===== config.mk =====
export PLATFORM = sky130hd
export DESIGN_NAME = eeprom_cmd_engine
export DESIGN_NICKNAME = d
export VERILOG_FILES = /design/src/rtl/eeprom_cmd_pkg.sv /design/src/rtl/pin_sync.sv /design/src/rtl/hold_gate.sv /design/src/rtl/eeprom_cell_array.sv /design/src/rtl/eeprom_cmd_engine.sv
export SDC_FILE = /design/constraint.sdc
export NUM_CORES = 2
export LEC_CHECK = 0
export BUFFER_PORTS_ARGS = -buffer_cell sky130_fd_sc_hd__clkbuf_2
export CORE_MARGIN = 5
export CORE_UTILIZATION = 55
export CTS_CLUSTER_DIAMETER = 100
export CTS_CLUSTER_SIZE = 14
export DETAILED_ROUTE_END_ITERATION = 10
export PLACE_DENSITY = 0.71
export SLEW_MARGIN = 20
export SYNTH_ARGS = -nofsm -noshare
export SYNTH_HDL_FRONTEND = slang
export SYNTH_SLANG_ARGS = --single-unit

===== constraint.sdc =====
create_clock -name clk -period 3.69 [get_ports clk]
set_input_delay 0.369 -clock clk [delete_from_list [all_inputs] [get_ports clk]]
set_output_delay 0.369 -clock clk [all_outputs]
set_load 0.005 [all_outputs]

===== src/rtl/eeprom_cmd_pkg.sv =====
package eeprom_cmd_pkg;

    // low three bits of a command byte; bit 3 is a don't-care
    typedef enum logic [2:0] {
        OP_STATUS_WR = 3'b001,
        OP_ARRAY_WR  = 3'b010,
        OP_ARRAY_RD  = 3'b011,
        OP_LATCH_CLR = 3'b100,
        OP_STATUS_RD = 3'b101,
        OP_LATCH_SET = 3'b110
    } opcode_e;

    typedef enum logic [3:0] {
        PH_IDLE,
        PH_OPCODE,
        PH_ADDR,
        PH_RD_DATA,
        PH_WR_DATA,
        PH_STAT_OUT,
        PH_STAT_IN,
        PH_DONE,
        PH_FROZEN
    } phase_e;

    typedef struct packed {
        logic    ok;
        opcode_e op;
    } decode_t;

    typedef struct packed {
        logic sck;
        logic cs_n;
        logic si;
        logic hold_n;
    } pins_t;

    // idle levels of the synchronised pins: sck low, select high, data low, pause high
    localparam logic [3:0] PINS_IDLE = 4'b0101;

    function automatic decode_t decode_opcode(input logic [7:0] b);
        decode_t d;
        d.ok = (b[7:4] == 4'h0) && (b[2:0] != 3'b000) && (b[2:0] != 3'b111);
        d.op = opcode_e'(b[2:0]);
        return d;
    endfunction

endpackage


===== src/rtl/pin_sync.sv =====
module pin_sync #(
    parameter int          W       = 4,
    parameter logic [W-1:0] RST_VAL = '0
) (
    input  logic         clk,
    input  logic         rst,
    input  logic [W-1:0] d,
    output logic [W-1:0] q
);
    logic [W-1:0] meta;

    for (genvar g = 0; g < W; g++) begin : g_bit
        always_ff @(posedge clk) begin
            if (rst) begin
                meta[g] <= RST_VAL[g];
                q[g]    <= RST_VAL[g];
            end else begin
                meta[g] <= d[g];
                q[g]    <= meta[g];
            end
        end
    end
endmodule


===== src/rtl/hold_gate.sv =====
module hold_gate (
    input  logic clk,
    input  logic rst,
    input  logic cs_s,
    input  logic sck_s,
    input  logic hold_s,
    output logic held
);
    always_ff @(posedge clk) begin
        if (rst || cs_s) begin
            held <= 1'b0;
        end else if (!held && !hold_s && !sck_s) begin
            held <= 1'b1;
        end else if (held && hold_s && !sck_s) begin
            held <= 1'b0;
        end
    end

    // a pause can only begin while the serial clock is low
    a_r9_engage_sck_low: assert property (@(posedge clk) disable iff (rst)
        $rose(held) |-> !$past(sck_s));

    // a pause can only end while the serial clock is low
    a_r9_release_sck_low: assert property (@(posedge clk) disable iff (rst)
        ($fell(held) && !$past(cs_s)) |-> !$past(sck_s));
endmodule


===== src/rtl/eeprom_cell_array.sv =====
module eeprom_cell_array #(
    parameter int AW = 8,
    parameter int DW = 8
) (
    input  logic          clk,
    input  logic          we,
    input  logic [AW-1:0] waddr,
    input  logic [DW-1:0] wdata,
    input  logic [AW-1:0] raddr,
    output logic [DW-1:0] rdata
);
    localparam int DEPTH = 1 << AW;

    logic [DW-1:0] cells [0:DEPTH-1];

    always_ff @(posedge clk) begin
        if (we) cells[waddr] <= wdata;
    end

    assign rdata = cells[raddr];
endmodule


===== src/rtl/eeprom_cmd_engine.sv =====
module eeprom_cmd_engine
    import eeprom_cmd_pkg::*;
#(
    parameter int ADDR_W = 16,
    parameter int MEM_AW = 8,
    parameter int PAGE_W = 7
) (
    input  logic              clk,
    input  logic              rst,
    input  logic              spi_sck,
    input  logic              spi_cs_n,
    input  logic              spi_mosi,
    input  logic              spi_hold_n,
    output logic              spi_miso,
    output logic              spi_miso_oe,
    input  logic              wr_busy,
    input  logic [7:0]        status_in,
    output logic              wel_set,
    output logic              wel_clr,
    output logic              wdat_valid,
    output logic [ADDR_W-1:0] wdat_addr,
    output logic [7:0]        wdat_byte,
    output logic              wr_commit,
    output logic              sts_wr_valid,
    output logic [7:0]        sts_wr_byte,
    input  logic              arr_we,
    input  logic [MEM_AW-1:0] arr_waddr,
    input  logic [7:0]        arr_wdata
);
    localparam int ADDR_BYTES = ADDR_W / 8;
    localparam int ABW        = (ADDR_BYTES > 1) ? $clog2(ADDR_BYTES) : 1;
    localparam logic [ABW-1:0] ALAST = ABW'(ADDR_BYTES - 1);

    pins_t pin_raw, pin_s;
    logic  held;

    assign pin_raw = '{sck: spi_sck, cs_n: spi_cs_n, si: spi_mosi, hold_n: spi_hold_n};

    pin_sync #(.W(4), .RST_VAL(PINS_IDLE)) u_sync (
        .clk (clk),
        .rst (rst),
        .d   (pin_raw),
        .q   (pin_s)
    );

    hold_gate u_hold (
        .clk    (clk),
        .rst    (rst),
        .cs_s   (pin_s.cs_n),
        .sck_s  (pin_s.sck),
        .hold_s (pin_s.hold_n),
        .held   (held)
    );

    phase_e            phase_q;
    logic [2:0]        bit_q;
    logic [7:0]        shift_q;
    logic [ADDR_W-1:0] addr_q;
    logic [ABW-1:0]    abyte_q;
    logic              is_rd_q;
    logic              wr_seen_q;
    logic [7:0]        out_q;
    logic              live_q;
    logic              miso_oe_q;
    logic              sck_q;
    logic              cs_q;
    logic [7:0]        rd_data;

    eeprom_cell_array #(.AW(MEM_AW), .DW(8)) u_array (
        .clk   (clk),
        .we    (arr_we),
        .waddr (arr_waddr),
        .wdata (arr_wdata),
        .raddr (addr_q[MEM_AW-1:0]),
        .rdata (rd_data)
    );

    logic [7:0] sh_next;
    decode_t    dec;
    logic       byte_done;
    logic       sck_rise;
    logic       sck_fall;
    logic       out_phase;

    always_comb begin
        sh_next   = {shift_q[6:0], pin_s.si};
        dec       = decode_opcode(sh_next);
        byte_done = (bit_q == 3'd7);
        sck_rise  = pin_s.sck && !sck_q;
        sck_fall  = !pin_s.sck && sck_q;
        out_phase = (phase_q == PH_RD_DATA) || (phase_q == PH_STAT_OUT);
    end

    always_ff @(posedge clk) begin
        wel_set      <= 1'b0;
        wel_clr      <= 1'b0;
        wdat_valid   <= 1'b0;
        sts_wr_valid <= 1'b0;
        wr_commit    <= 1'b0;
        if (rst) begin
            phase_q     <= PH_IDLE;
            bit_q       <= '0;
            shift_q     <= '0;
            addr_q      <= '0;
            abyte_q     <= '0;
            is_rd_q     <= 1'b0;
            wr_seen_q   <= 1'b0;
            out_q       <= '0;
            live_q      <= 1'b0;
            miso_oe_q   <= 1'b0;
            wdat_addr   <= '0;
            wdat_byte   <= '0;
            sts_wr_byte <= '0;
            sck_q       <= 1'b0;
            cs_q        <= 1'b1;
        end else begin
            sck_q <= pin_s.sck;
            cs_q  <= pin_s.cs_n;
            if (pin_s.cs_n) begin
                // deselected: close the transaction, commit a write with data
                if (!cs_q && phase_q == PH_WR_DATA && wr_seen_q) wr_commit <= 1'b1;
                phase_q   <= PH_IDLE;
                live_q    <= 1'b0;
                miso_oe_q <= 1'b0;
            end else if (cs_q) begin
                // select falling edge: fresh command
                phase_q   <= PH_OPCODE;
                bit_q     <= '0;
                abyte_q   <= '0;
                wr_seen_q <= 1'b0;
                live_q    <= 1'b0;
                miso_oe_q <= 1'b0;
            end else if (held) begin
                miso_oe_q <= 1'b0;
            end else begin
                miso_oe_q <= live_q;
                if (sck_rise && phase_q != PH_FROZEN && phase_q != PH_IDLE) begin
                    shift_q <= sh_next;
                    bit_q   <= bit_q + 3'd1;
                    if (byte_done) begin
                        case (phase_q)
                            PH_OPCODE: begin
                                if (!dec.ok || (wr_busy && dec.op != OP_STATUS_RD)) begin
                                    phase_q <= PH_FROZEN;
                                end else begin
                                    case (dec.op)
                                        OP_LATCH_SET: begin wel_set <= 1'b1; phase_q <= PH_DONE; end
                                        OP_LATCH_CLR: begin wel_clr <= 1'b1; phase_q <= PH_DONE; end
                                        OP_STATUS_RD: phase_q <= PH_STAT_OUT;
                                        OP_STATUS_WR: phase_q <= PH_STAT_IN;
                                        OP_ARRAY_RD:  begin is_rd_q <= 1'b1; phase_q <= PH_ADDR; end
                                        OP_ARRAY_WR:  begin is_rd_q <= 1'b0; phase_q <= PH_ADDR; end
                                        default:      phase_q <= PH_FROZEN;
                                    endcase
                                end
                            end
                            PH_ADDR: begin
                                addr_q <= ADDR_W'({addr_q, sh_next});
                                if (abyte_q == ALAST) begin
                                    phase_q <= is_rd_q ? PH_RD_DATA : PH_WR_DATA;
                                end else begin
                                    abyte_q <= abyte_q + 1'b1;
                                end
                            end
                            PH_WR_DATA: begin
                                wdat_valid           <= 1'b1;
                                wdat_byte            <= sh_next;
                                wdat_addr            <= addr_q;
                                addr_q[PAGE_W-1:0]   <= addr_q[PAGE_W-1:0] + 1'b1;
                                wr_seen_q            <= 1'b1;
                            end
                            PH_STAT_IN: begin
                                sts_wr_valid <= 1'b1;
                                sts_wr_byte  <= sh_next;
                                phase_q      <= PH_DONE;
                            end
                            default: ;
                        endcase
                    end
                end else if (sck_fall && out_phase) begin
                    if (bit_q == 3'd0) begin
                        out_q  <= (phase_q == PH_RD_DATA) ? rd_data : status_in;
                        live_q <= 1'b1;
                        if (phase_q == PH_RD_DATA) addr_q <= addr_q + 1'b1;
                    end else if (live_q) begin
                        out_q <= {out_q[6:0], 1'b0};
                    end
                end
            end
        end
    end

    assign spi_miso    = out_q[7];
    assign spi_miso_oe = miso_oe_q;

    // deselect always leaves the output pad released
    a_r10_deselect_quiet: assert property (@(posedge clk) disable iff (rst)
        pin_s.cs_n |=> !spi_miso_oe);

    // a frozen transfer neither drives the pad nor issues requests
    a_r2_frozen_silent: assert property (@(posedge clk) disable iff (rst)
        (phase_q == PH_FROZEN) |-> (!spi_miso_oe && !wdat_valid && !sts_wr_valid));

    // event outputs are mutually exclusive
    a_r7_one_event: assert property (@(posedge clk) disable iff (rst)
        $onehot0({wel_set, wel_clr, wdat_valid, sts_wr_valid, wr_commit}));

    // while paused the pad is released
    a_r9_held_quiet: assert property (@(posedge clk) disable iff (rst)
        held |=> !spi_miso_oe);

    // no latch command is accepted while a program cycle runs
    a_r8_busy_gate: assert property (@(posedge clk) disable iff (rst)
        (wel_set || wel_clr) |-> !$past(wr_busy));
endmodule


* After elaboration in Yosys (flattened, before gate mapping)
Memory sizes are Yosys's and may differ from the RTL's. Index checks and enable logic that the tools add are counted. W data, S select, Z words.
Storage, ports and cells: register bits 91, RAM bits 2048, bits of input ports 32, output and inout port bits 39, word-level logic and storage cells 168, memories kept 1
Memory list:
- u_array.cells | words 256, width 8, read ports 1, clocked after Yosys merged registers in 0, wr ports 1, line eeprom_cell_array.sv:14 | logic [DW-1:0] cells [0:DEPTH-1];
Cells by class: add/sub/neg operators 4, equal/unequal tests 22, muxes and demuxes 43, bitwise logic cells 7, reduce and logical (&&, ||, !) cells 60
Operators with widths (number):
- $mux W16 | 5
- $mux W1 | 24
- $mux W8 | 3
- $reduce_and A8 Y1 | 3
- $reduce_and A5 Y1 | 4
- $reduce_bool A2 Y1 | 10
- $reduce_and A6 Y1 | 3
- $add A16 B1 Y16 const B | 1
- $pmux W4 S4 | 1
- $logic_and A1 B1 Y1 | 14
- $pmux W7 S2 | 1
- $eq A3 B3 Y1 const B | 4
- $eq A4 B3 Y1 const B | 3
- $mux W3 | 4
- $pmux W4 S3 | 1
- $mux W9 | 1
- $ne A3 B3 Y1 const B | 3
- $eq A4 B2 Y1 const B | 2
- $mux W4 | 2
- $reduce_and A4 Y1 | 2
- $reduce_bool A4 Y1 | 2
- $reduce_or A2 Y1 | 4
- $reduce_or A8 Y1 | 1
- $add A7 B1 Y7 const B | 1
- other kinds (20) | 37

* Depth between registers and ports, before layout
depth in word-level cells 11, depth in mapped cells 13

* By module
From an unflattened synthesis, not the netlist that was laid out.
Unflattened totals: cell total of the unflattened synthesis 4216, area total of the unflattened synthesis 83568.9 µm²
Modules (own cells, without submodules):
- eeprom_cell_array | times used 1, cells an instance 3725, area an instance 79396.1 µm², seq. area each 61499.0 µm²
- eeprom_cmd_engine | times used 1, cells an instance 471, area an instance 3920.0 µm², seq. area each 1641.6 µm²
- pin_sync | times used 1, cells an instance 16, area an instance 210.2 µm², seq. area each 160.2 µm²
- hold_gate | times used 1, cells an instance 4, area an instance 42.5 µm², seq. area each 20.0 µm²

* Least setup slack after synthesis
No wires, ideal clock.
kind reg2reg, start point register addr_q[0], end point register out_q[0], arrival time 2264 ps, setup slack 1304 ps, cell stages (with the launch flop) 10, clock period less this slack 2386 ps, path through dfxtp_1 > buf_6 > buf_4 > buf_4 > buf_4 > mux4_2 > a221oi_1 > o311ai_0 > a21oi_1 > nand2_1
On the way: longest elaborated chain between the ends 3
Ends and longest elaborated chain:
- from (decl) | line eeprom_cmd_engine.sv:58 | logic [ADDR_W-1:0] addr_q;
- from (signal assigned) | line eeprom_cmd_engine.sv:158 | addr_q <= ADDR_W'({addr_q, sh_next});
- from (signal, indexed assignment) | line eeprom_cmd_engine.sv:169 | addr_q[PAGE_W-1:0] <= addr_q[PAGE_W-1:0] + 1'b1;
- from (signal assigned) | line eeprom_cmd_engine.sv:184 | if (phase_q == PH_RD_DATA) addr_q <= addr_q + 1'b1;
- $mem_v2 Z256 W8
- $mux W8 | line eeprom_cmd_engine.sv:182 | out_q <= (phase_q == PH_RD_DATA) ? rd_data : status_in;
- $mux W8 | line eeprom_cmd_engine.sv:181 | if (bit_q == 3'd0) begin
- to (signal assigned) | line eeprom_cmd_engine.sv:182
- to (signal assigned) | line eeprom_cmd_engine.sv:186 | out_q <= {out_q[6:0], 1'b0};
- to (decl) | line eeprom_cmd_engine.sv:62 | logic [7:0] out_q;
No other way between the ends. A chain may end at the register's enable or synchronous reset.

* Final worst setup path
start point register addr_q[2], end point register out_q[2]
The elaborated chain is that of the path after synthesis.

==> reports/qor.tcl <==
set qor(outcome) {finished, violations left}
set qor(violations) {negative setup slack}
set qor(critical_path.max_fanout) 27
set qor(post_layout_nonfiller_instances) 6681
set qor(total_cts_buffers) 170
set qor(power.ir.vdd_worst_uv) 516
set qor(timing.final.hold_violations) 0
set qor(detail_route.vias_per_cell) 6.71
set qor(dr.pass1.iters) 8
set qor(core_area_um2) 152000
set qor(min-delay-start) {arr_wdata[1]}
set qor(routed-via-count) 44800
set qor(cellPowerDensity_nw_per_um2) 471
set qor(synthCells) 4258
set qor(final_period_minus_worst_setup_slack_ps) 3720
set qor(post_cts.repair.setup_buffers) 0
set qor(crit_startpoint) {addr_q[2]$_SDFFE_PP0P_}
set qor(synth_async_sr_flop_share) 0
set qor(ports_placed_on_the_boundary) 71
set qor(leakagePower_nw) 28.6
set qor(layout.nets) 4634
set qor(synth-xor-area-share) 0.000104
set qor(worst_ep_required_time_ps) 4440
set qor(r2r_path_start) {addr_q[2]$_SDFFE_PP0P_}
set qor(yosysWarnings) 0
set qor(clkSinkCount) 2139
set qor(grt_remaining_overflow) 0
set qor(yosysSeqAreaShare) 0.755
set qor(max_slew.worst_pin.slew_ps) 1300
set qor(period_utilization_post_route) 1.01
set qor(netlist-cell-type-count) 74
set qor(wl_um) 221000
set qor(dr_wl_met2_um) 103000
set qor(post_synth_fa_ha_maj_area_fraction) 0.000597
set qor(finalMaxSlewViolations) 0
set qor(maxClockFrequency_mhz) 269
set qor(end_kind) {flip-flop}
set qor(hold-path-cell-count) 1
set qor(synth_compound_area_frac) 0.0366
set qor(start_kind) {flip-flop}
set qor(largest_net_degree_at_the_start_of_global_routing) 146
set qor(wl_met3_um) 25400
set qor(worst_r2r_path_depth) 9
set qor(wl_met1_um) 83800
set qor(max_slew_margin) 0.137
set qor(route.detailed.wl_per_inst_um) 33.1
set qor(max-cap-violations) 0
set qor(number_of_antenna_violations_at_the_first_check_in_global_routing) 12
set qor(reg2reg_setup_slack_ps) -30
set qor(core.rowCount) 143
set qor(crit-reg2reg-capture) {out_q[2]$_SDFFE_PP0P_}
set qor(cts_buffer_depth) 3
set qor(synth.ff_latch_count) 2139
set qor(syn2layout_area_growth_pct) 11.3
set qor(multiplexer_area_fraction_after_synthesis) 0.151
set qor(tritoncts) {yes}
set qor(die-width_um) 400
set qor(detailedPlacementHpwl_um) 139000
set qor(setup_clock_skew_after_layout_ps) 43.2
set qor(place.detailed.instances) 6449
set qor(layout-drive-gt1-share) 0.239
set qor(postLayoutSetupSlackWorst_ps) -33.8
set qor(clk-insertion-delay-late_ps) 840
set qor(ctsRootBufferMaster) {sky130_fd_sc_hd__clkbuf_16}
set qor(yosys.area_share.simple) 0.0366
set qor(synth.net_count) 4294
set qor(routed.top_layer) {met5}
set qor(hold_crit_path_type) {primary input to flip-flop}
set qor(synth_area_um2) 83800
set qor(die_area_um2) 160000
set qor(first_global_vias) 44000
set qor(grtUsageTotal) 0.273
set qor(min_to) {u_array.cells[114][1]$_DFFE_PP_}
set qor(cts-resized-gates) 0
set qor(initial_core_util) 0.552
set qor(clkSlewWorstSetupHoldPaths_ps) 60
set qor(drt_first_iter_violations) 6696
set qor(htree_num_levels) 4
set qor(combinational_family_with_the_most_area_after_synthesis) {multiplexers}
set qor(port-buffer-count) 70
set qor(arrival_ps) 4470
set qor(die_height_um) 400
set qor(drc) 0
set qor(ys_flop_type) {sky130_fd_sc_hd__edfxtp_1}
set qor(critPathKind) {flip-flop to flip-flop}
set qor(grt_first_pass_wirelength_um) 317000
set qor(ant_nets) 0
set qor(setup-violations-final) 1
set qor(number_of_enable_flip_flop_cells_after_synthesis) 2048
set qor(postSynthAreaPerCell_um2) 19.7
set qor(report.power.total_mw) 43.9
set qor(gp_routability_congestion) 0.891
-- critical path, cell delays in order, from the launching register on --
cell,delay (ps)
sky130_fd_sc_hd__dfxtp_4,510
sky130_fd_sc_hd__buf_12,250
sky130_fd_sc_hd__nor2_4,650
sky130_fd_sc_hd__buf_4,270
sky130_fd_sc_hd__a22o_1,180
sky130_fd_sc_hd__a211oi_1,100
sky130_fd_sc_hd__a211oi_1,1020
sky130_fd_sc_hd__o21ai_0,170
sky130_fd_sc_hd__buf_4,210
sky130_fd_sc_hd__a311oi_1,190
-- report_power, final --
| group | internal [mW] | total, mW | switching, mW |
|---|---|---|---|
| clock network | 8.42 | 16.7 | 8.24 |
| logic | 0.0971 | 0.651 | 0.554 |
| registers | 26.6 | 26.6 | 0.0169 |
| total | 35.1 | 43.9 | 8.81 |
-- cell usage in the layout (no fill, tap or decap), types with 7 or more instances in the layout --
cell type                       synthesis  layout
sky130_fd_sc_hd__a211oi_1              35      35
sky130_fd_sc_hd__clkbuf_16              0     171
sky130_fd_sc_hd__a2111oi_0              7       7
sky130_fd_sc_hd__clkbuf_1             120      33
sky130_fd_sc_hd__mux4_2               447     447
sky130_fd_sc_hd__o221ai_1              19      19
sky130_fd_sc_hd__nand2b_1               9       9
sky130_fd_sc_hd__a31oi_1               17      17
sky130_fd_sc_hd__clkbuf_8               0       8
sky130_fd_sc_hd__a221oi_1              21      21
sky130_fd_sc_hd__buf_12                 8      48
sky130_fd_sc_hd__nor2_1               353     351
sky130_fd_sc_hd__o21ai_0               69      69
sky130_fd_sc_hd__nor3_1                16      16
sky130_fd_sc_hd__and3_1                12      12
sky130_fd_sc_hd__a311oi_1               7       7
sky130_fd_sc_hd__edfxtp_1            2048    2048
sky130_fd_sc_hd__a21oi_1              108     108
sky130_fd_sc_hd__a22o_1                10      10
sky130_fd_sc_hd__o211ai_1               7       7
sky130_fd_sc_hd__dfxtp_1               91      85
sky130_fd_sc_hd__nand2_1              171     171
sky130_fd_sc_hd__inv_1                  9       9
sky130_fd_sc_hd__mux2_2                12      12
sky130_fd_sc_hd__a211o_1                8       8
sky130_fd_sc_hd__clkbuf_2               1      61
sky130_fd_sc_hd__nor2b_1               27      24
sky130_fd_sc_hd__mux2i_1              182     182
sky130_fd_sc_hd__o22ai_1               42      42
sky130_fd_sc_hd__o21a_1                 8       8
sky130_fd_sc_hd__buf_4                 28     313
sky130_fd_sc_hd__mux4_1                24      24
sky130_fd_sc_hd__nand4_1               18      18
sky130_fd_sc_hd__a22oi_1               61      61
sky130_fd_sc_hd__nor4_1                 8       8
sky130_fd_sc_hd__dlygate4sd3_1          0       7
sky130_fd_sc_hd__nand3_1               56      56
sky130_fd_sc_hd__or2_2                  9       9
-- Yosys cell counts, types with 12 or more instances --
cell                       count  area share
sky130_fd_sc_hd__mux2i_1     182       0.022
sky130_fd_sc_hd__mux4_1       24      0.0075
sky130_fd_sc_hd__edfxtp_1   2048        0.73
sky130_fd_sc_hd__clkbuf_1    120      0.0054
sky130_fd_sc_hd__nor2_1      353       0.016
sky130_fd_sc_hd__nand4_1      18      0.0013
sky130_fd_sc_hd__mux2_2       12      0.0016
sky130_fd_sc_hd__a221oi_1     21      0.0022
sky130_fd_sc_hd__nand3_1      56      0.0033
sky130_fd_sc_hd__a211oi_1     35      0.0031
sky130_fd_sc_hd__buf_4        28      0.0025
sky130_fd_sc_hd__nor2b_1      27      0.0020
sky130_fd_sc_hd__dfxtp_1      91       0.022
sky130_fd_sc_hd__a31oi_1      17      0.0013
sky130_fd_sc_hd__buf_1        13     0.00058
sky130_fd_sc_hd__o221ai_1     19      0.0020
sky130_fd_sc_hd__a21oi_1     108      0.0064
sky130_fd_sc_hd__a22oi_1      61      0.0055
sky130_fd_sc_hd__nand2_1     171      0.0077
sky130_fd_sc_hd__buf_6        22      0.0030
sky130_fd_sc_hd__mux4_2      447        0.12
sky130_fd_sc_hd__o21ai_0      69      0.0041
sky130_fd_sc_hd__and3_1       12     0.00090
sky130_fd_sc_hd__o22ai_1      42      0.0031
sky130_fd_sc_hd__nor3_1       16     0.00096
sky130_fd_sc_hd__buf_2        69      0.0041
-- routing by layer --
metal | vias to the layer above | track usage
met5 | - | 0
met4 | 6 | 0.102
met3 | 497 | 0.0656
met2 | 2961 | 0.417
met1 | 23300 | 0.391
li1 | 18000 | -
-- repair_timing --
action,in CTS,in global routing
setup endpoints to repair,0,0
hold buffers,7,0
endpoints found under the hold margin,41,0
-- flip-flops by register name, indices dropped and copies added, names as in the netlist, 3 cells and up --
| signal | cells |
|---|---|
| out_q | 8 |
| shift_q | 7 |
| wdat_byte | 8 |
| u_sync.meta | 4 |
| sts_wr_byte | 8 |
| phase_q | 4 |
| bit_q | 3 |
| wdat_addr | 16 |
| u_sync.q | 4 |
| u_array.cells | 2048 |
| addr_q | 16 |
-- layout make-up --
type | count | area, µm²
Clock inverter | 15 | 279
Antenna cell | 6 | 15.0
Timing Repair Buffer | 438 | 3800
Fill cell | 10500 | 58400
Inverter | 12 | 47.5
Clock buffer | 204 | 4400
Sequential cell | 2139 | 63300
Tap cell | 2030 | 2540
Multi-Input combinational cell | 1837 | 18900
-- how the worst max path moves through the flow --
stage	endpoint	slack (ps)	cells after the start
after global routing	out_q[2]$_SDFFE_PP0P_	-8	9
after global placement	out_q[2]$_SDFFE_PP0P_	80	9
final	out_q[2]$_SDFFE_PP0P_	-30	9
after CTS	out_q[2]$_SDFFE_PP0P_	130	9
after detailed placement	out_q[2]$_SDFFE_PP0P_	170	9
after floorplan	out_q[0]$_SDFFE_PP0P_	1300	9
-- cells by family after synthesis --
kind of cell / Yosys count
multiplexers: 665
XOR/XNOR: 1
adder cells (fa/ha/maj): 4
AND/OR/NAND/NOR: 708
AO/OA/AOI/OAI: 459
flip-flops: 2139
buffers and inverters: 282
-- metrics by stage --
| step | area (µm²) | setup WS [ps] | hold WS [ps] | utilization | setup TNS (ps) |
|---|---|---|---|---|---|
| floorplan | 83800 | 1300 | 389 | - | 0 |
| global placement | 88600 | 77.2 | 409 | 0.584 | 0 |
| CTS | 93300 | 128 | 31.6 | 0.615 | 0 |
| global route | 93300 | -7.71 | 81.0 | 0.615 | -7.71 |
| detailed placement | 88600 | 166 | 405 | 0.584 | 0 |
| finish | 93300 | -33.8 | 79.2 | 0.615 | -33.8 |
Note: power is estimated with default switching activity, not from simulation.
